<file path="src/rtl/pmm_pkg.sv">
package pmm_pkg;

  localparam int B_STOP  = 0;
  localparam int B_FRZ   = 1;
  localparam int B_SWAKE = 2;
  localparam int B_APS   = 3;
  localparam int B_SUPV  = 4;
  localparam int B_FACK  = 5;
  localparam int B_SACK  = 6;
  localparam int CTL_BITS = 7;

  typedef struct packed {
    logic supv;
    logic aps;
    logic swake;
    logic frz;
    logic stop;
  } ctl_t;

  localparam ctl_t CTL_RESET = '{supv: 1'b1, aps: 1'b0, swake: 1'b0, frz: 1'b0, stop: 1'b0};

  // Clock may run unless stopped or parked by auto power save with no work.
  function automatic logic clk_wanted(input logic stop, input logic aps, input logic busy);
    return !stop && !(aps && !busy);
  endfunction

  // Recessive-to-dominant step between two successive synchronized samples.
  function automatic logic is_fall(input logic older, input logic newer);
    return older && !newer;
  endfunction

  function automatic logic [CTL_BITS-1:0] pack_ctl(input ctl_t c, input logic fack, input logic sack);
    logic [CTL_BITS-1:0] v;
    v = '0;
    v[B_STOP]  = c.stop;
    v[B_FRZ]   = c.frz;
    v[B_SWAKE] = c.swake;
    v[B_APS]   = c.aps;
    v[B_SUPV]  = c.supv;
    v[B_FACK]  = fack;
    v[B_SACK]  = sack;
    return v;
  endfunction

endpackage

</file>
<file path="src/rtl/pmm_rx_edge.sv">
module pmm_rx_edge
  import pmm_pkg::*;
#(
  parameter int STAGES = 2
) (
  input  logic clk,
  input  logic rst_n,
  input  logic rx_in,
  output logic fall_evt
);

  logic [STAGES-1:0] chain;
  logic              prev_q;
  logic              rx_sync;

  for (genvar gi = 0; gi < STAGES; gi++) begin : g_sync
    if (gi == 0) begin : g_first
      always_ff @(posedge clk or negedge rst_n) begin
        if (!rst_n) chain[gi] <= 1'b1;
        else        chain[gi] <= rx_in;
      end
    end else begin : g_next
      always_ff @(posedge clk or negedge rst_n) begin
        if (!rst_n) chain[gi] <= 1'b1;
        else        chain[gi] <= chain[gi-1];
      end
    end
  end

  assign rx_sync = chain[STAGES-1];

  always_ff @(posedge clk or negedge rst_n) begin
    if (!rst_n) prev_q <= 1'b1;
    else        prev_q <= rx_sync;
  end

  assign fall_evt = is_fall(prev_q, rx_sync);

  // a detected fall lasts a single cycle
  p_fall_single_r5: assert property (@(posedge clk) disable iff (!rst_n)
    fall_evt |=> !fall_evt);

endmodule

</file>
<file path="src/rtl/pmm_clk_ctl.sv">
module pmm_clk_ctl
  import pmm_pkg::*;
(
  input  logic clk,
  input  logic rst_n,
  input  logic stop_req,
  input  logic frz_req,
  input  logic aps_en,
  input  logic core_busy,
  input  logic clk_running,
  input  logic presc_run,
  output logic clk_en_q,
  output logic stop_ack_q,
  output logic frz_ack_q
);

  logic want_clk;
  logic sack_set, sack_clr;
  logic fack_set, fack_clr;

  assign want_clk = clk_wanted(stop_req, aps_en, core_busy);
  assign sack_set = stop_req && !clk_en_q && !clk_running;
  assign sack_clr = clk_running;
  assign fack_set = frz_req && !presc_run;
  assign fack_clr = !frz_req && presc_run;

  always_ff @(posedge clk or negedge rst_n) begin
    if (!rst_n) begin
      clk_en_q   <= 1'b1;
      stop_ack_q <= 1'b0;
      frz_ack_q  <= 1'b0;
    end else begin
      clk_en_q <= want_clk;
      if (sack_set)      stop_ack_q <= 1'b1;
      else if (sack_clr) stop_ack_q <= 1'b0;
      if (fack_set)      frz_ack_q <= 1'b1;
      else if (fack_clr) frz_ack_q <= 1'b0;
    end
  end

  p_stop_gates_r2: assert property (@(posedge clk) disable iff (!rst_n)
    stop_req |=> !clk_en_q);

  p_sack_rise_r3: assert property (@(posedge clk) disable iff (!rst_n)
    $rose(stop_ack_q) |-> $past(stop_req && !clk_running));

  p_sack_fall_r3: assert property (@(posedge clk) disable iff (!rst_n)
    $fell(stop_ack_q) |-> $past(clk_running));

  p_fack_rise_r4: assert property (@(posedge clk) disable iff (!rst_n)
    $rose(frz_ack_q) |-> $past(frz_req && !presc_run));

  p_fack_fall_r4: assert property (@(posedge clk) disable iff (!rst_n)
    $fell(frz_ack_q) |-> $past(presc_run && !frz_req));

  p_aps_park_r7: assert property (@(posedge clk) disable iff (!rst_n)
    (aps_en && !core_busy) |=> !clk_en_q);

endmodule

</file>
<file path="src/rtl/pmm_regs.sv">
module pmm_regs
  import pmm_pkg::*;
#(
  parameter int ADDR_W   = 3,
  parameter int DATA_W   = 8,
  parameter int NUM_PROT = 4
) (
  input  logic              clk,
  input  logic              rst_n,
  input  logic              acc_valid,
  input  logic              acc_write,
  input  logic              acc_supv,
  input  logic [ADDR_W-1:0] acc_addr,
  input  logic [DATA_W-1:0] acc_wdata,
  input  logic              fall_evt,
  input  logic              frz_ack,
  input  logic              stop_ack,
  output ctl_t              ctl_q,
  output logic [DATA_W-1:0] rd_data,
  output logic              acc_err,
  output logic              wake_evt,
  output logic              race_evt,
  output logic              deny_evt
);

  localparam int PIDX_W = (NUM_PROT > 1) ? $clog2(NUM_PROT) : 1;

  logic                             ctl_hit, prot_hit, wr_ctl, wr_prot;
  logic [PIDX_W-1:0]                pidx;
  ctl_t                             ctl_n;
  logic [DATA_W-1:0]                rd_n;
  logic [NUM_PROT-1:0][DATA_W-1:0]  prot_flat;

  assign ctl_hit  = acc_valid && (acc_addr == '0);
  assign prot_hit = acc_valid && (int'(acc_addr) >= 1) && (int'(acc_addr) <= NUM_PROT);
  assign pidx     = PIDX_W'(int'(acc_addr) - 1);
  assign deny_evt = prot_hit && ctl_q.supv && !acc_supv;
  assign wr_ctl   = ctl_hit && acc_write;
  assign wr_prot  = prot_hit && acc_write && !deny_evt;
  assign race_evt = wr_ctl && acc_wdata[B_SWAKE] && !ctl_q.swake && fall_evt;
  assign wake_evt = ctl_q.stop && ctl_q.swake && fall_evt;

  always_comb begin
    ctl_n = ctl_q;
    if (wr_ctl) begin
      ctl_n.frz  = acc_wdata[B_FRZ];
      ctl_n.aps  = acc_wdata[B_APS];
      ctl_n.supv = acc_wdata[B_SUPV];
      if (!race_evt) begin
        ctl_n.stop  = acc_wdata[B_STOP];
        ctl_n.swake = acc_wdata[B_SWAKE];
      end
    end
    if (wake_evt) ctl_n.stop = 1'b0;
  end

  always_comb begin
    rd_n = '0;
    if (acc_valid && !acc_write) begin
      if (ctl_hit)                    rd_n = DATA_W'(pack_ctl(ctl_q, frz_ack, stop_ack));
      else if (prot_hit && !deny_evt) rd_n = prot_flat[pidx];
    end
  end

  for (genvar gi = 0; gi < NUM_PROT; gi++) begin : g_prot
    logic [DATA_W-1:0] q;
    always_ff @(posedge clk or negedge rst_n) begin
      if (!rst_n)                                  q <= '0;
      else if (wr_prot && (pidx == PIDX_W'(gi)))   q <= acc_wdata;
    end
    assign prot_flat[gi] = q;
  end

  always_ff @(posedge clk or negedge rst_n) begin
    if (!rst_n) begin
      ctl_q   <= CTL_RESET;
      rd_data <= '0;
      acc_err <= 1'b0;
    end else begin
      ctl_q   <= ctl_n;
      rd_data <= rd_n;
      acc_err <= deny_evt;
    end
  end

  p_deny_zero_r8: assert property (@(posedge clk) disable iff (!rst_n)
    (deny_evt && !acc_write) |=> (acc_err && rd_data == '0));

  p_err_cause_r9: assert property (@(posedge clk) disable iff (!rst_n)
    acc_err |-> $past(deny_evt));

  p_race_block_r6: assert property (@(posedge clk) disable iff (!rst_n)
    race_evt |=> (!ctl_q.swake && (ctl_q.stop == $past(ctl_q.stop))));

  p_wake_clears_r5: assert property (@(posedge clk) disable iff (!rst_n)
    wake_evt |=> !ctl_q.stop);

endmodule

</file>
<file path="src/rtl/can_pwr_mode_mgr.sv">
module can_pwr_mode_mgr
  import pmm_pkg::*;
#(
  parameter int ADDR_W      = 3,
  parameter int DATA_W      = 8,
  parameter int NUM_PROT    = 4,
  parameter int SYNC_STAGES = 2
) (
  input  logic              clk,
  input  logic              rst_n,
  input  logic              acc_valid,
  input  logic              acc_write,
  input  logic              acc_supv,
  input  logic [ADDR_W-1:0] acc_addr,
  input  logic [DATA_W-1:0] acc_wdata,
  output logic [DATA_W-1:0] rd_data,
  output logic              acc_err,
  input  logic              can_rx,
  input  logic              core_busy,
  input  logic              clk_running,
  input  logic              presc_run,
  output logic              core_clk_en,
  output logic              presc_halt
);

  ctl_t ctl;
  logic fall_evt, wake_evt, race_evt, deny_evt;
  logic frz_ack, stop_ack;

  pmm_rx_edge #(.STAGES(SYNC_STAGES)) u_rx (
    .clk      (clk),
    .rst_n    (rst_n),
    .rx_in    (can_rx),
    .fall_evt (fall_evt)
  );

  pmm_regs #(.ADDR_W(ADDR_W), .DATA_W(DATA_W), .NUM_PROT(NUM_PROT)) u_regs (
    .clk       (clk),
    .rst_n     (rst_n),
    .acc_valid (acc_valid),
    .acc_write (acc_write),
    .acc_supv  (acc_supv),
    .acc_addr  (acc_addr),
    .acc_wdata (acc_wdata),
    .fall_evt  (fall_evt),
    .frz_ack   (frz_ack),
    .stop_ack  (stop_ack),
    .ctl_q     (ctl),
    .rd_data   (rd_data),
    .acc_err   (acc_err),
    .wake_evt  (wake_evt),
    .race_evt  (race_evt),
    .deny_evt  (deny_evt)
  );

  pmm_clk_ctl u_clk (
    .clk         (clk),
    .rst_n       (rst_n),
    .stop_req    (ctl.stop),
    .frz_req     (ctl.frz),
    .aps_en      (ctl.aps),
    .core_busy   (core_busy),
    .clk_running (clk_running),
    .presc_run   (presc_run),
    .clk_en_q    (core_clk_en),
    .stop_ack_q  (stop_ack),
    .frz_ack_q   (frz_ack)
  );

  assign presc_halt = ctl.frz;

  // a wake event restores the enable two edges later (stop clears, then enable)
  p_wake_restarts_r5: assert property (@(posedge clk) disable iff (!rst_n)
    (wake_evt && !ctl.aps) |=> ##1 core_clk_en);

  // a refused self-wake write never removes a running clock
  p_race_keeps_clk_r6: assert property (@(posedge clk) disable iff (!rst_n)
    (race_evt && !ctl.stop && !ctl.aps) |=> ##1 core_clk_en);

  // errors only come from refused protected accesses
  p_err_only_deny_r9: assert property (@(posedge clk) disable iff (!rst_n)
    $rose(acc_err) |-> $past(deny_evt));

endmodule

</file>
<file path="config.mk">
export PLATFORM = sky130hd
export DESIGN_NAME = can_pwr_mode_mgr
export DESIGN_NICKNAME = d
export VERILOG_FILES = /design/src/rtl/pmm_pkg.sv /design/src/rtl/pmm_rx_edge.sv /design/src/rtl/pmm_clk_ctl.sv /design/src/rtl/pmm_regs.sv /design/src/rtl/can_pwr_mode_mgr.sv
export SDC_FILE = /design/constraint.sdc
export NUM_CORES = 1
export LEC_CHECK = 0
export ABC_AREA = 1
export BUFFER_PORTS_ARGS = -buffer_cell sky130_fd_sc_hd__clkbuf_2
export CAP_MARGIN = 20
export CORE_MARGIN = 2
export CORE_UTILIZATION = 36
export CTS_BUF_LIST = sky130_fd_sc_hd__clkbuf_2
export DETAILED_ROUTE_END_ITERATION = 10
export GPL_TIMING_DRIVEN = 0
export HOLD_SLACK_MARGIN = 0.03
export SYNTH_ARGS = -nofsm -noshare
export SYNTH_HDL_FRONTEND = slang
export SYNTH_SLANG_ARGS = --single-unit
</file>
<file path="constraint.sdc">
create_clock -name clk -period 2.5 [get_ports clk]
set_clock_uncertainty 0.2 [all_clocks]
set_input_delay 0.25 -clock clk [delete_from_list [all_inputs] [get_ports clk]]
set_output_delay 0.25 -clock clk [all_outputs]
set_load 0.005 [all_outputs]
</file>
# Word level (Yosys, flattened, before mapping)
# Index checks and enable logic that the tools add are counted.
# word_totals
register_bits	52
inputBits	20
out_inout_bits	11
elab_cells	83
# op_classes
add_sub_neg	1
order_cmp	3
eq_ne	4
mux	12
bitwise	1
reduce_logical	45
# op_table
cell	n
8-bit two-way mux	4
1-bit logical AND	26
8-bit binary-select mux with 2-bit select	1
1-bit logical NOT	12
1-bit two-way mux	7
2-bit nonzero test	3
2-bit equality test (second input constant)	2
2-bit AND reduction	2
3-bit by 1-bit >= comparator with 1-bit output (second input constant)	1
3-bit <= comparator (second input constant)	1
3-bit logical NOT	1
2-bit by 3-bit < comparator with 1-bit output (second input constant)	1
2-bit by 1-bit equality test with 1-bit output (second input constant)	1
2-bit logical NOT	1
2-bit by 1-bit inequality test with 1-bit output (second input constant)	1
2-bit by 1-bit subtractor with 2-bit output (second input constant)	1
1-bit inverter	1

# Logic depth before layout (Yosys ltp)
# depth
ltp_word	10
mapped_depth	12

# By module
# A second synthesis with hierarchy kept.
# hier_totals
cells_unflattened	348
area_unflattened_um2	2628.8
# modules_own_cells
module	instances	cells_each	area_each_um2	seq_area_each_um2
pmm_regs	1	329	2406.1	1152.4
pmm_clk_ctl	1	14	133.9	76.3
pmm_rx_edge	1	5	88.8	78.8

# Worst setup path after synthesis
# Ideal clock, no wire load.
# synth_timing
path_kind	input to register
from	input port acc_addr[0]
to	register u_regs.g_prot[0].q[0]
arrival_time_ns	1.805
required_ns	2.183
setup_slack_ns	0.378
stages	11
path_buffers	2
path_cell_list	buf_4 > clkinv_1 > buf_2 > ha_1 > inv_2 > a21oi_4 > nand4_4 > inv_2 > nand2_2 > nand2_1 > nand2_1
# synth_between
elab_chain_len	8
word_cells_on_any_way	12
classes_between	1 x add/sub; 2 x order compare; 9 x reduce/logical
# synth_lines
element	line_no	text
start, declared	can_pwr_mode_mgr.sv:14	input logic [ADDR_W-1:0] acc_addr,
3-bit by 1-bit >= comparator with 1-bit output	pmm_regs.sv:35	assign prot_hit = acc_valid && (int'(acc_addr) >= 1) && (int'(acc_addr) <= NUM_PROT);
1-bit logical AND (2 in series)	pmm_regs.sv:35	
1-bit logical AND (2 in series)	pmm_regs.sv:37	assign deny_evt = prot_hit && ctl_q.supv && !acc_supv;
1-bit logical NOT	pmm_regs.sv:39	assign wr_prot = prot_hit && acc_write && !deny_evt;
1-bit logical AND	pmm_regs.sv:39	
1-bit logical AND (*)	pmm_regs.sv:69	else if (wr_prot && (pidx == PIDX_W'(gi))) q <= acc_wdata;
end signal, assigned	pmm_regs.sv:69	
end, declared	pmm_regs.sv:66	logic [DATA_W-1:0] q;
# Every way passes the cells marked *; elsewhere a longest branch is shown, timed or not.
# A chain may end at the register's enable or synchronous reset.

# Final worst setup path
# layout_timing
from	input port acc_addr[0]
to	register u_regs.rd_data[5]
# layout_between
elab_chain_len	10
word_cells_on_any_way	16
classes_between	1 x add/sub; 2 x order compare; 5 x mux; 8 x reduce/logical
# layout_lines
element	line_no	text
3-bit by 1-bit >= comparator with 1-bit output	pmm_regs.sv:35	
1-bit logical AND (2 in series)	pmm_regs.sv:35	
1-bit logical AND (2 in series)	pmm_regs.sv:37	
1-bit logical NOT	pmm_regs.sv:61	else if (prot_hit && !deny_evt) rd_n = prot_flat[pidx];
1-bit logical AND	pmm_regs.sv:61	
8-bit two-way mux	pmm_regs.sv:61	
8-bit two-way mux (*)	pmm_regs.sv:60	if (ctl_hit) rd_n = DATA_W'(pack_ctl(ctl_q, frz_ack, stop_ack));
8-bit two-way mux (*)	pmm_regs.sv:59	if (acc_valid && !acc_write) begin
via u_regs.rd_n[5]	pmm_regs.sv:31	logic [DATA_W-1:0] rd_n;
end signal, assigned	pmm_regs.sv:81	rd_data <= rd_n;
end, declared	pmm_regs.sv:19	output logic [DATA_W-1:0] rd_data,
# Mark *: on every way through the listed nets, which the timed path passes. The rest lies on a longest branch. The select of a mux whose other input is x is not followed.

==> summary by stage <==
Power and ir drop
The combinational share of power is 23.8%. The fraction of power consumed by the clock network is 17.2%. The worst-case IR drop observed on VDD is 260.4 µV. The part of the total power dissipated in sequential elements is 58.9%. The switching power of the nets is 632.5 µW.

Summed over all cells, the static leakage comes to 1.686 nW. The cell area power density is 629.2 mW/mm². The cell-internal power is 1.290 mW. Net switching is 32.90% of the power. Summing internal, switching and leakage power gives 1.922 mW.

Global route
Global routing finished with a remaining overflow of 0. The first global-routing pass estimated 9770 µm of wire. The number of antenna violations at the first check in global routing is 0.

The number of global-route vias before repair is 2026. For this run, the total global-route usage over all layers was measured as 16.63%. Entering global routing, the biggest net connects 29 pins.

Clocking
The maximum level of the CTS H-tree is 2. The TritonCTS buffer count is 5. The clock root buffer is clkbuf_2.

Clock-pin slew was measured on the worst setup and hold paths at 0.26 ns. The clock sink total is 52. The clock tree from TritonCTS is yes. The clock latency on the worst-skew pair is 0.43 ns. The longest clock path from root to sink contains 2 buffers.

Timing
The final critical path time including I/O delays and setup is 2.135 ns. Of the available clock period, the critical path in the final layout requires 85.41%. The highest achievable clock rate is 468.3 MHz. Summed over all failing endpoints, the final setup total negative slack is 0 ns.

The worst setup margin is 0.3647 ns. At the pin with the least slew margin, the transition time is 0.6591 ns. The final number of max-transition violations is 0. The final setup violation count is 0. The number of failing hold endpoints at the final stage is 0. Measured against its own limit, the worst slew margin works out to 56.06%.

Setup repair after global routing left no endpoint under its margin.

Placement
Buffers placed on the I/O ports in this run total 30. In this run the cell area measured after placement is 0.002834 mm². The wire-length estimate of the detail-placed layout is 4116 µm. Before CTS, the worst setup slack after placement is -0.09820 ns. At the end of routability-driven placement, the weighted congestion stood at 0.7998.

The number of placed instances, taps included, is 460.

Route
The detailed router used layers up to and including met4. The first detailed-routing pass ran for 4 iterations. The via count normalized by instance count is 4.453. After detailed routing, the met3 layer carries 351 µm of wire. The routed wire length on met2 is 2591 µm.

The first routing iteration left 120 violations. The total wirelength of the detailed-routed design is 5924 µm. The detail route stage leaves a number of antenna-violating nets equal to 0.

In the routed design, unresolved DRC markers number 0. In the final routing, the length of wire on met1 measures 2874 µm. The total number of vias is 2164. The average routed wire per standard cell is 12.19 µm.

Yosys
Synthesis produced 333 cells. The synthesized netlist occupies a cell area of 0.002544 mm². The post-synthesis register bit count is 52. The synthesized area per cell is 7.639 µm². The number of different library cells used by synthesis comes to 21. The Yosys step of the flow raised 0 warnings. The post-synth net total is 358. The sequential fraction of the synthesis area is 51.40%.

Worst setup path
The top fanout value on the critical path is 11. The nature of the critical path endpoint is a flip-flop. The launch point of the critical path is acc_addr[0]. The cell depth of the worst flop-to-flop path is 6.

The worst register-to-register path begins at u_regs.ctl_q[4]$_DFFE_PN1N_. The required time reported for the critical path endpoint is 2.70 ns. In this run the register-to-register setup slack is 0.82 ns. The endpoint of the worst-slack reg-to-reg timing path is u_regs.g_prot[0].q[3]$_DFFE_PN0P_. The type of the setup path with the least slack is primary input to flip-flop. The kind of start point of the critical path is a primary input. For the worst setup path, the data arrival time is 2.33 ns. The end point of the critical path is u_regs.rd_data[5]$_DFF_PN0_.

Finish
The post-route netlist has 15.13% of its cells at a drive strength greater than 1. The net count of the finished layout is 414. The top cell types in the final layout, fill and taps aside, are 146 x nand2_1, 47 x dfrtp_1, 45 x inv_1. The total of fill cells in the finished design is 743. The number of inserted diodes is 0. The library cell used most frequently in the layout, excluding fill and tap cells, is nand2_1. The synthesis-to-finish area growth is 20.12%. After routing the design area is 0.003055 mm². The non-filler instance count after layout is 486.

Status
The flow ran to the end, and the final reports show no timing, DRC or antenna violations.

Floorplan
The floorplan row count is 30. In this run the vertical extent of the chip is 88.06 µm. Once the floorplan was initialized, standard cells occupied 37.23% of the core. The die area is 0.007755 mm². The core region is 0.006832 mm². The die is 88.06 µm wide.

The I/O pin total is 31.

Worst hold path
The path category of the worst min-delay check is primary input to flip-flop. The worst hold path was traced through 5 stages.

Job
The number of maximum-capacitance violations is 0.
synth_stat cells, drive strengths merged:
cell	number	area, µm²
dfstp	5	131.4
dfrtp	47	1176
o22ai	1	6.260
o21ai	13	65.06
clkbuf	1	3.750
buf	4	22.52
nand2	150	588.1
nand3	13	65.06
inv	47	176.4
clkinv	1	3.750
nor2	38	172.7
ha	5	62.56
a21oi	5	36.29
nand4	3	33.78
sequential cells by signal, indices dropped and copies added (netlist names):
| register | count |
|---|---|
| u_clk.stop_ack_q | 1 |
| u_clk.frz_ack_q | 1 |
| u_regs.rd_data | 8 |
| u_rx.chain | 1 |
| u_clk.clk_en_q | 1 |
| u_regs.g_prot.q | 32 |
| u_regs.ctl_q | 5 |
| u_rx.rx_sync | 1 |
| u_rx.prev_q | 1 |
| u_regs.acc_err | 1 |
cells by family after synthesis:
family	synth area share [%]
AO/OA/AOI/OAI	4.230
adder cells (fa/ha/maj)	2.459
buffers and inverters	8.116
flip-flops	51.40
AND/OR/NAND/NOR	33.79
how the worst min path moves through the flow:
| stage | startpoint | endpoint | slack, ns |
|---|---|---|---|
| finish | acc_addr[1] | u_regs.acc_err$_DFF_PN0_ | 0.12 |
| global route | acc_addr[1] | u_regs.acc_err$_DFF_PN0_ | 0.11 |
| CTS | acc_addr[1] | u_regs.acc_err$_DFF_PN0_ | 0.07 |
| detailed placement | rst_n | u_regs.g_prot[0].q[2]$_DFFE_PN0P_ | 0.12 |
| global placement | can_rx | u_rx.chain[0]$_DFF_PN1_ | 0.14 |
| floorplan | rst_n | u_clk.frz_ack_q$_DFFE_PN0P_ | -0.25 |
layer usage:
layer	global-route usage, %	vias to the layer above
met5	0	-
met4	4.545	0
met3	2.922	13
met2	26.17	54
met1	23.78	992
li1	-	1105
metrics by stage:
step                hold slack (ns)  utilization, %
floorplan                   -0.2456               -
global placement             0.1385           41.19
detailed placement           0.1161           41.48
CTS                         0.07440           44.73
global route                 0.1062           44.73
finish                       0.1158           44.73
final cells by class:
class	instances	area, µm²	area share [%]
inverters	48	180.2	5.897
repair buffers	49	350.3	11.47
flip-flops and latches	52	1308	42.79
well taps	96	120.1	3.931
clock buffers	6	30.03	0.9828
clock inverters	2	11.26	0.3686
plain buffers	5	26.28	0.8600
multi-input cells	228	1030	33.70
power by group through the flow:
stage	logic, mW	clock network (mW)	registers [mW]
3_5_place_dp	0.441	0	1.15
3_3_place_gp	0.424	0	1.14
4_1_cts	0.465	0.346	1.13
6_report	0.458	0.331	1.13
2_1_floorplan	0.308	0	1.13
5_1_grt	0.548	0.371	1.16
critical path, stage by stage:
cell	delay, ns
clkbuf_2	0.11
buf_4	0.17
clkinv_1	0.23
buf_2	0.28
ha_1	0.30
buf_2	0.18
inv_1	0.25
nand3_1	0.12
nand2_1	0.11
inv_1	0.05
nor2_1	0.15
nor2_1	0.06
nor2_1	0.07
what timing repair did:
item                                    CTS  global route
hold buffers                             18             0
buffers inserted                          0             0
hold endpoints to repair                 72             0
endpoints found under the setup margin    0             0
gates resized for setup                   0             0
No activity file was read; power rests on OpenSTA's default activity.
